File: src/rtl/rxf_pkg.sv
package rxf_pkg;
  localparam int ADDR_BYTES = 6;
  localparam int ADDR_W     = ADDR_BYTES * 8;
  localparam int WORD_W     = 32;
  localparam int STAT_W     = 16;
  localparam int BCAST_BIT  = 13;
  localparam int PHYS_BIT   = 14;
  localparam int MCAST_BIT  = 15;

  typedef struct packed {
    logic take_err;
    logic take_runt;
    logic take_bcast;
    logic take_mcast;
    logic take_phys;
    logic take_all;
  } ctl_t;

  localparam ctl_t CTL_RESET = '{take_err: 1'b0, take_runt: 1'b0, take_bcast: 1'b1,
                                 take_mcast: 1'b0, take_phys: 1'b1, take_all: 1'b0};
endpackage

File: src/rtl/rxf_cfg_regs.sv
module rxf_cfg_regs
  import rxf_pkg::*;
#(
  parameter int N_BYTES = ADDR_BYTES,
  parameter int DATA_W  = WORD_W,
  localparam int LANES  = DATA_W / 8,
  localparam int N_WORDS = (N_BYTES + LANES - 1) / LANES,
  localparam int SEL_W  = (N_WORDS > 1) ? $clog2(N_WORDS) : 1
) (
  input  logic                 clk_i,
  input  logic                 rst_ni,
  input  logic                 ctl_wr_i,
  input  ctl_t                 ctl_i,
  input  logic                 sta_wr_i,
  input  logic [SEL_W-1:0]     sta_sel_i,
  input  logic [DATA_W-1:0]    sta_data_i,
  output ctl_t                 ctl_o,
  output logic [N_BYTES*8-1:0] sta_o
);
  ctl_t ctl_q;

  always_ff @(posedge clk_i or negedge rst_ni) begin
    if (!rst_ni)       ctl_q <= CTL_RESET;
    else if (ctl_wr_i) ctl_q <= ctl_i;
  end
  assign ctl_o = ctl_q;

  // one byte register per address byte, word/lane from its index
  for (genvar b = 0; b < N_BYTES; b++) begin : g_byte
    localparam int WIDX = b / LANES;
    localparam int LANE = b % LANES;
    logic [7:0] byte_q;
    always_ff @(posedge clk_i or negedge rst_ni) begin
      if (!rst_ni) byte_q <= '0;
      else if (sta_wr_i && (int'(sta_sel_i) == WIDX))
        byte_q <= sta_data_i[LANE*8 +: 8];
    end
    assign sta_o[b*8 +: 8] = byte_q;
  end

  assert_ctl_load_R2: assert property (@(posedge clk_i) disable iff (!rst_ni)
    ctl_wr_i |=> (ctl_o == $past(ctl_i)));
  assert_ctl_hold_R2: assert property (@(posedge clk_i) disable iff (!rst_ni)
    !ctl_wr_i |=> $stable(ctl_o));
  assert_sta_hold_R3: assert property (@(posedge clk_i) disable iff (!rst_ni)
    !sta_wr_i |=> $stable(sta_o));
endmodule

File: src/rtl/rxf_classify.sv
module rxf_classify
  import rxf_pkg::*;
#(
  parameter int N_BYTES = ADDR_BYTES,
  localparam int AW = N_BYTES * 8
) (
  input  logic [AW-1:0] dst_i,
  input  logic [AW-1:0] sta_i,
  output logic          bcast_o,
  output logic          mcast_o,
  output logic          phys_o
);
  logic [N_BYTES-1:0] byte_eq;
  logic [N_BYTES-1:0] byte_ones;

  for (genvar b = 0; b < N_BYTES; b++) begin : g_cmp
    assign byte_eq[b]   = (dst_i[b*8 +: 8] == sta_i[b*8 +: 8]);
    assign byte_ones[b] = &dst_i[b*8 +: 8];
  end

  always_comb begin
    bcast_o = &byte_ones;
    // group bit is the first transmitted bit: bit 0 of byte 0
    mcast_o = dst_i[0] && !bcast_o;
    phys_o  = &byte_eq;
  end
endmodule

File: src/rtl/rxf_decide.sv
module rxf_decide
  import rxf_pkg::*;
(
  input  logic              clk_i,
  input  logic              rst_ni,
  input  logic              dst_valid_i,
  input  logic              dst_grp_i,
  input  logic              runt_i,
  input  logic              err_i,
  input  logic              bcast_i,
  input  logic              mcast_i,
  input  logic              phys_i,
  input  ctl_t              ctl_i,
  output logic              result_valid_o,
  output logic              accept_o,
  output logic [STAT_W-1:0] status_o
);
  logic hit, allow, take_d;
  logic [STAT_W-1:0] stat_d;

  always_comb begin
    hit    = ctl_i.take_all
           | (ctl_i.take_phys  & phys_i)
           | (ctl_i.take_mcast & mcast_i)
           | (ctl_i.take_bcast & bcast_i);
    allow  = (!runt_i || ctl_i.take_runt) && (!err_i || ctl_i.take_err);
    take_d = hit && allow;
    stat_d = '0;
    stat_d[BCAST_BIT] = bcast_i;
    stat_d[PHYS_BIT]  = phys_i;
    stat_d[MCAST_BIT] = mcast_i;
  end

  always_ff @(posedge clk_i or negedge rst_ni) begin
    if (!rst_ni) begin
      result_valid_o <= 1'b0;
      accept_o       <= 1'b0;
      status_o       <= '0;
    end else if (dst_valid_i) begin
      result_valid_o <= 1'b1;
      accept_o       <= take_d;
      status_o       <= stat_d;
    end else begin
      result_valid_o <= 1'b0;
      accept_o       <= 1'b0;
      status_o       <= '0;
    end
  end

  assert_result_timing_R10: assert property (@(posedge clk_i) disable iff (!rst_ni)
    dst_valid_i |=> result_valid_o);
  assert_idle_clear_R10: assert property (@(posedge clk_i) disable iff (!rst_ni)
    !dst_valid_i |=> (!result_valid_o && !accept_o && status_o == '0));
  assert_bcast_mcast_excl_R5: assert property (@(posedge clk_i) disable iff (!rst_ni)
    !(status_o[BCAST_BIT] && status_o[MCAST_BIT]));
  assert_mcast_needs_grp_R5: assert property (@(posedge clk_i) disable iff (!rst_ni)
    (dst_valid_i && !dst_grp_i) |=> !status_o[MCAST_BIT]);
  assert_runt_block_R8: assert property (@(posedge clk_i) disable iff (!rst_ni)
    (dst_valid_i && runt_i && !ctl_i.take_runt) |=> !accept_o);
  assert_err_block_R9: assert property (@(posedge clk_i) disable iff (!rst_ni)
    (dst_valid_i && err_i && !ctl_i.take_err) |=> !accept_o);
  assert_promisc_R7: assert property (@(posedge clk_i) disable iff (!rst_ni)
    (dst_valid_i && ctl_i.take_all && !runt_i && !err_i) |=> accept_o);
endmodule

File: src/rtl/rx_addr_filter.sv
module rx_addr_filter
  import rxf_pkg::*;
(
  input  logic              clk_i,
  input  logic              rst_ni,
  input  logic              ctl_wr_i,
  input  logic [5:0]        ctl_i,
  input  logic              sta_wr_i,
  input  logic              sta_sel_i,
  input  logic [WORD_W-1:0] sta_data_i,
  input  logic              dst_valid_i,
  input  logic [ADDR_W-1:0] dst_addr_i,
  input  logic              runt_i,
  input  logic              err_i,
  output logic [5:0]        ctl_o,
  output logic [ADDR_W-1:0] sta_o,
  output logic              result_valid_o,
  output logic              accept_o,
  output logic [STAT_W-1:0] status_o
);
  ctl_t ctl_q;
  logic [ADDR_W-1:0] sta_q;
  logic bcast, mcast, phys;

  rxf_cfg_regs #(.N_BYTES(ADDR_BYTES), .DATA_W(WORD_W)) u_regs (
    .clk_i      (clk_i),
    .rst_ni     (rst_ni),
    .ctl_wr_i   (ctl_wr_i),
    .ctl_i      (ctl_t'(ctl_i)),
    .sta_wr_i   (sta_wr_i),
    .sta_sel_i  (sta_sel_i),
    .sta_data_i (sta_data_i),
    .ctl_o      (ctl_q),
    .sta_o      (sta_q)
  );

  rxf_classify #(.N_BYTES(ADDR_BYTES)) u_cls (
    .dst_i   (dst_addr_i),
    .sta_i   (sta_q),
    .bcast_o (bcast),
    .mcast_o (mcast),
    .phys_o  (phys)
  );

  rxf_decide u_dec (
    .clk_i          (clk_i),
    .rst_ni         (rst_ni),
    .dst_valid_i    (dst_valid_i),
    .dst_grp_i      (dst_addr_i[0]),
    .runt_i         (runt_i),
    .err_i          (err_i),
    .bcast_i        (bcast),
    .mcast_i        (mcast),
    .phys_i         (phys),
    .ctl_i          (ctl_q),
    .result_valid_o (result_valid_o),
    .accept_o       (accept_o),
    .status_o       (status_o)
  );

  assign ctl_o = ctl_q;
  assign sta_o = sta_q;
endmodule

File: config.mk
export PLATFORM = sky130hd
export DESIGN_NAME = rx_addr_filter
export DESIGN_NICKNAME = d
export VERILOG_FILES = /design/src/rtl/rxf_pkg.sv /design/src/rtl/rxf_cfg_regs.sv /design/src/rtl/rxf_classify.sv /design/src/rtl/rxf_decide.sv /design/src/rtl/rx_addr_filter.sv
export SDC_FILE = /design/constraint.sdc
export NUM_CORES = 1
export LEC_CHECK = 0
export BUFFER_PORTS_ARGS = -buffer_cell sky130_fd_sc_hd__buf_4
export CAP_MARGIN = 5
export CORE_AREA = 2 2 112 114
export DETAILED_ROUTE_END_ITERATION = 6
export DIE_AREA = 0 0 114 116
export GPL_TIMING_DRIVEN = 0
export PLACE_DENSITY_LB_ADDON = 0.3
export SYNTH_ARGS = -nofsm -noshare
export SYNTH_HDL_FRONTEND = slang
export SYNTH_SLANG_ARGS = --single-unit
File: constraint.sdc
create_clock -name clk_i -period 2.35 [get_ports clk_i]
set_clock_uncertainty 0.1 [all_clocks]
set_input_delay 0.5875 -clock clk_i [delete_from_list [all_inputs] [get_ports clk_i]]
set_output_delay 0.5875 -clock clk_i [all_outputs]
set_load 0.005 [all_outputs]
==> results.py, run 1 <==
metrics = {
    "floorplanning": {
        "coreArea_mm2": 0.0119,
        "rows": 40,
        "fp.dieH_um": 116,
        "die_w_um": 114,
        "die-area_mm2": 0.0132,
        "io_pins": 166,
        "initial_core_util_pct": 24.5,
    },
    "yosys": {
        "synth_area_leader_cell": "dfrtp_1",
        "synth_edf_count": 0,
        "ys_top_cells_by_count": "dfrtp_1 (57), mux2_2 (52), xor2_1 (48)",
        "seq_area_frac_synth_pct": 50.7,
        "avgSynthCellArea_um2": 12.9,
        "async_flop_share_pct": 100,
        "synth_top_family_by_area": "multiplexers",
        "post_synth_and_or_nand_nor_area_fraction_pct": 8.70,
        "synthMuxAreaShare_pct": 21.2,
        "yosysTopAreaCellShare_pct": 48.9,
        "syn_area_mm2": 0.00292,
        "yosysUniqueCellTypes": 20,
        "synthCells": 227,
        "synth-main-ff-cell": "dfrtp_1",
        "synth_compound_area_share_pct": 0.429,
        "synth_warnings": 0,
        "synth_most_common_cell": "dfrtp_1",
        "synth_xor_xnor_area_share_pct": 14.4,
        "synth_seq_cells": 59,
        "synthTopCellsByArea": "dfrtp_1 (49%), mux2_2 (20%), xor2_1 (14%)",
        "yosys.area_share.adder_pct": 0,
    },
    "grt": {
        "grt_overflow": 0,
        "grt_pass1_vias": 2560,
        "track_usage_pct": 15.5,
        "grt_start_max_net_pins": 60,
        "grt.busiest_layer": "met2",
        "grt_pass1_wl_um": 14600,
        "gr-usage-met1_pct": 19.4,
        "met2_usage_pct": 25.7,
        "gr-usage-met3_pct": 4.29,
        "antenna_found_initial": 0,
    },
    "timing": {
        "setup-violations-final": 0,
        "tightest_slew_ns": 0.798,
        "fin_hold_ws_ns": 0.254,
        "rsz0062_at_grt": "false",
        "finalMaxSlewViolations": 0,
        "tns_ns": 0,
        "max_freq_mhz": 538,
        "finalHoldViolations": 0,
        "relSlewSlack_pct": 46.8,
        "fin_crit_ns": 1.86,
        "fin_crit_sh_pct": 79.1,
    },
    "clock_tree": {
        "cts_resized": 0,
        "clockBufferDepth": 2,
        "cts.clk_slew.worst_paths_ns": 0.05,
        "cts_buffers": 9,
        "cts_root_buffer": "clkbuf_16",
        "clk_latency_ns": 0.33,
        "htree_levels": 3,
        "cts_tree": "built",
        "post-cts-setup-buffers": 0,
        "cts_hold_buffers": 0,
        "cts.sinks": 59,
    },
    "critical_path": {
        "arrival_ns": 2.01,
        "cp-end-kind": "flip-flop",
        "path_class": "in2reg",
        "critPathMaxFanout": 3,
        "start_kind": "primary input",
        "r2r_setup_slack_ns": 0.49,
        "r2r_cells": 5,
        "critPathRequiredTime_ns": 2.50,
        "r2r-start": "u_regs.g_byte[2].byte_q[1]",
        "timing.rr.end": "u_dec.accept_o",
    },
    "route": {
        "ant_nets": 0,
        "drt_iter0_markers": 75,
        "viasPerCell": 4.38,
        "routed_wl_um": 10100,
        "routedWlPerCell_um": 18.2,
        "route.detailed.drc": 0,
        "drt_first_pass_iters": 4,
        "vias": 2424,
    },
    "finish": {
        "syn_to_final_growth_pct": 57.6,
        "final_layout_size_suffix_gt1_share_pct": 58.4,
        "antenna_cells": 0,
        "fin_nets": 495,
    },
    "outcome": {
        "status": "complete, no violations",
    },
    "place": {
        "place_congestion": 0.789,
        "dp_hpwl_um": 8240,
        "port_buffers": 151,
    },
    "power": {
        "peakVddDrop_uv": 262,
        "p_leak_nw": 2.18,
        "power_density_mw_per_mm2": 748,
    },
    "flow_run": {
        "maxCapViolCount": 0,
    },
    "worst_hold_path": {
        "hold_class": "in2async",
    },
}
how the worst max path moves through the flow:
stage	cells after the start	slack, ns	from	endpoint
floorplan	5	0.69	dst_addr_i[2]	u_dec.accept_o
global placement	6	0.13	dst_addr_i[45]	u_dec.accept_o
detailed placement	6	0.11	dst_addr_i[45]	u_dec.accept_o
CTS	5	0.41	u_regs.g_byte[2].byte_q[1]	u_dec.accept_o
global route	5	0.34	u_regs.g_byte[2].byte_q[1]	u_dec.accept_o
finish	6	0.49	dst_addr_i[45]	u_dec.accept_o
registers in the layout, indices dropped and copies added (netlist names):
| signal | count |
|---|---|
| u_regs.g_byte.byte_q | 48 |
| u_regs.ctl_o | 6 |
| u_dec.accept_o | 1 |
| u_dec.result_valid_o | 1 |
| u_dec.status_o | 3 |
report_power, final:
group | leakage, nW | internal (W) | switching [W]
sequential | 0.697 | 0.00116 | 0.000140
clock | 0.156 | 0.000937 | 0.000451
combinational | 1.33 | 0.000459 | 0.000294
cell families (layout without fill, tap and decap cells):
group / count (synthesis) / after routing
DFF: 59 / 59
muxes: 55 / 55
xor gates and xnor gates: 48 / 48
and+or+nand+nor: 42 / 42
buffers and inverters: 20 / 187
AOI/OAI and AO/OA: 2 / 2
other: 1 / 13
layer usage:
layer  share of wire [%]  vias up
met5                   0        -
met4                 1.6        0
met3                 6.1       13
met2                  50       98
met1                  43     1167
li1                    -     1146
metrics by stage:
| stage | setup slack, ns | power (W) | util (%) | instances | area, µm² |
|---|---|---|---|---|---|
| after floorplan | 0.690 | 0.00158 | - | 239 | 2960 |
| after global placement | 0.132 | 0.00208 | 35.9 | 537 | 4280 |
| after detailed placement | 0.110 | 0.00209 | 35.9 | 537 | 4280 |
| after CTS | 0.411 | 0.00349 | 38.6 | 553 | 4600 |
| after global routing | 0.341 | 0.00362 | 38.6 | 553 | 4600 |
| final | 0.491 | 0.00344 | 38.6 | 553 | 4600 |
placed cells by master, fill, tap and decap left out:
master,netlist,layout
xor2_1,48,48
dfstp_2,2,2
inv_1,1,1
o21bai_1,1,1
mux2_2,52,52
conb_1,1,13
buf_2,4,4
a21oi_1,1,1
nand4_1,16,16
nand3_1,2,2
nand2_1,1,1
nor4_1,17,17
clkbuf_16,0,9
dfrtp_1,57,57
buf_4,13,164
mux2_1,3,3
nand2b_1,2,2
nor2_1,2,2
bufinv_16,0,1
nor2b_1,1,1
and3_2,1,1
clkbuf_8,0,4
clkbuf_1,2,4
worst max-delay path: stages:
cell and delay [ns]:
buf_4 0.09, nand4_1 0.14, nor4_1 0.47, nand3_1 0.25
mux2_1 0.36, o21bai_1 0.11
layout make-up:
type                            count  area (µm²)
Buffer                             19         125
Clock buffer                       15         288
Clock inverter                      1        30.0
Fill cell                        1181        7310
Inverter                            1        3.75
Multi-Input combinational cell    160        1360
Sequential cell                    59        1480
Tap cell                          147         184
Timing Repair Buffer              151        1130
(Power assumes the default switching activity.)
==> run 2, diff against run 1 <==
clock period = 1.85 ns   (was 2.35 ns; I/O delays follow)
==> run 2 against run 1 <==
Largest power group unchanged; first-iteration DRC count stayed put; critical path type unchanged; final cell count did not move; highest routed layer unchanged; die area unchanged; non-clock buffer count unchanged; clock power rose by 27%; sequential share of layout area shrank 0.35 points; count of clock-buffer cells in the layout stayed put; critical endpoint unchanged; cell area increased by 1.1%; sequential power is 27% higher.
==> results.py, run 2 (synthesis gave the netlist of run 1 again) <==
metrics = {
    "timing": {
        "max_freq_mhz": 574,
        "rsz0062_at_grt": "false",
        "fin_crit_ns": 1.74,
        "tightest_slew_ns": 0.789,
        "fin_ws_ns": 0.107,
        "relSlewSlack_pct": 47.4,
        "finalHoldViolations": 0,
        "finalMaxSlewViolations": 0,
        "setup-violations-final": 0,
        "fin_crit_sh_pct": 94.2,
        "fin_hold_ws_ns": 0.126,
    },
    "clock_tree": {
        "htree_levels": 3,
        "clk_latency_ns": 0.33,
        "cts_hold_buffers": 0,
        "cts_root_buffer": "clkbuf_16",
        "cts.clk_slew.worst_paths_ns": 0.05,
        "cts.sinks": 59,
        "clockBufferDepth": 2,
        "post-cts-setup-buffers": 0,
        "cts_tree": "built",
        "cts_buffers": 9,
    },
    "finish": {
        "fin_nets": 495,
        "filler_cell_count": 1179,
        "antenna_cells": 0,
        "multi_input_area_mm2": 0.00141,
        "largest_reg_flops": 48,
        "final_area_mm2": 0.00465,
        "syn_to_final_growth_pct": 59.3,
        "mostFrequentLayoutCells": "buf_4 (164), dfrtp_1 (57), mux2_2 (52)",
        "fin_util_pct": 39.0,
        "final_layout_size_suffix_gt1_share_pct": 60.3,
        "regArea_mm2": 0.00148,
        "regMostFlops": "u_regs.g_byte.byte_q",
        "final_common_cell": "buf_4",
    },
    "grt": {
        "grt_overflow": 0,
        "track_usage_pct": 15.5,
        "grt_pass1_wl_um": 14600,
        "grt_pass1_vias": 2560,
        "grt_start_max_net_pins": 60,
        "antenna_found_initial": 0,
    },
    "critical_path": {
        "r2r_cells": 5,
        "worst_path_max_delay_cell": "nor4_1",
        "path_cells": "buf_4, nand4_1, nor4_1, nand3_1, mux2_1, o21bai_1",
        "worst_path_largest_cell_delay_ns": 0.48,
        "timing.rr.end": "u_dec.accept_o",
        "critPathMaxFanout": 3,
        "start_kind": "primary input",
        "cp_top_family": "simple AND/OR/NAND/NOR gates",
        "cp-end-kind": "flip-flop",
        "critPathRequiredTime_ns": 2.00,
        "r2r_setup_slack_ns": 0.13,
        "path_class": "in2reg",
        "r2r-start": "u_regs.g_byte[4].byte_q[5]",
        "arrival_ns": 1.89,
        "worst-path-buf-inv": 1,
    },
    "power": {
        "p_leak_nw": 2.19,
        "peakVddDrop_uv": 334,
        "power_w": 0.00439,
        "power_density_mw_per_mm2": 945,
    },
    "route": {
        "routed_wl_um": 10100,
        "drt_first_pass_iters": 4,
        "route.detailed.drc": 0,
        "viasPerCell": 4.39,
        "drt_iter0_markers": 75,
        "ant_nets": 0,
        "vias": 2428,
        "routedWlPerCell_um": 18.3,
    },
    "place": {
        "place_congestion": 0.789,
        "dp_hpwl_um": 8240,
        "place_ws_ns": -0.265,
        "placed_area_mm2": 0.00428,
        "port_buffers": 151,
    },
    "flow_run": {
        "maxCapViolCount": 0,
    },
    "outcome": {
        "status": "complete, no violations",
    },
    "floorplanning": {
        "die-area_mm2": 0.0132,
        "die_w_um": 114,
        "coreArea_mm2": 0.0119,
        "rows": 40,
        "io_pins": 166,
        "initial_core_util_pct": 24.5,
        "fp.dieH_um": 116,
    },
    "worst_hold_path": {
        "hold_class": "in2async",
    },
}
run 2: power breakdown:
| part | internal, W | total (W) | switching, W |
|---|---|---|---|
| Clock | 0.00119 | 0.00176 | 0.000568 |
| Sequential | 0.00147 | 0.00165 | 0.000177 |
| Combinational | 0.000591 | 0.000987 | 0.000397 |
run 2: final cells by class:
type,count,share of cell area (%)
Inverter,1,0.0808
Buffer,19,2.69
Clock inverter,1,0.646
Multi-Input combinational cell,160,30.2
Tap cell,147,3.96
Sequential cell,59,31.8
Timing Repair Buffer,151,24.4
Clock buffer,15,6.19
run 2: through the flow:
stage / setup TNS (ns) / cells
finish: 0 / 553
global route: 0 / 553
CTS: 0 / 553
detailed placement: -2.72 / 537
global placement: -2.13 / 537
floorplan: 0 / 239
run 2: repair_timing:
item                                    4_1_cts  5_1_grt
endpoints found under the setup margin        1        1
resized for setup                             2        6
pin swaps                                     0        2
run 2: worst max path at each step:
stage,to,slack [ns],cells after the start,startpoint
final,u_dec.accept_o,0.11,6,dst_addr_i[45]
after CTS,u_dec.accept_o,0.02,5,u_regs.g_byte[2].byte_q[1]
after global placement,u_dec.accept_o,-0.24,6,dst_addr_i[45]
after global routing,u_dec.accept_o,0.003,5,u_regs.g_byte[1].byte_q[4]
after floorplan,u_dec.accept_o,0.31,5,dst_addr_i[2]
after detailed placement,u_dec.accept_o,-0.27,6,dst_addr_i[45]
run 2: per-layer routing:
metal	vias up	global-route usage [%]	share of wire, %
li1	1145	-	-
met1	1173	19.4	42
met2	100	25.7	50
met3	10	4.29	6.2
met4	0	5.61	1.4
met5	-	0	0
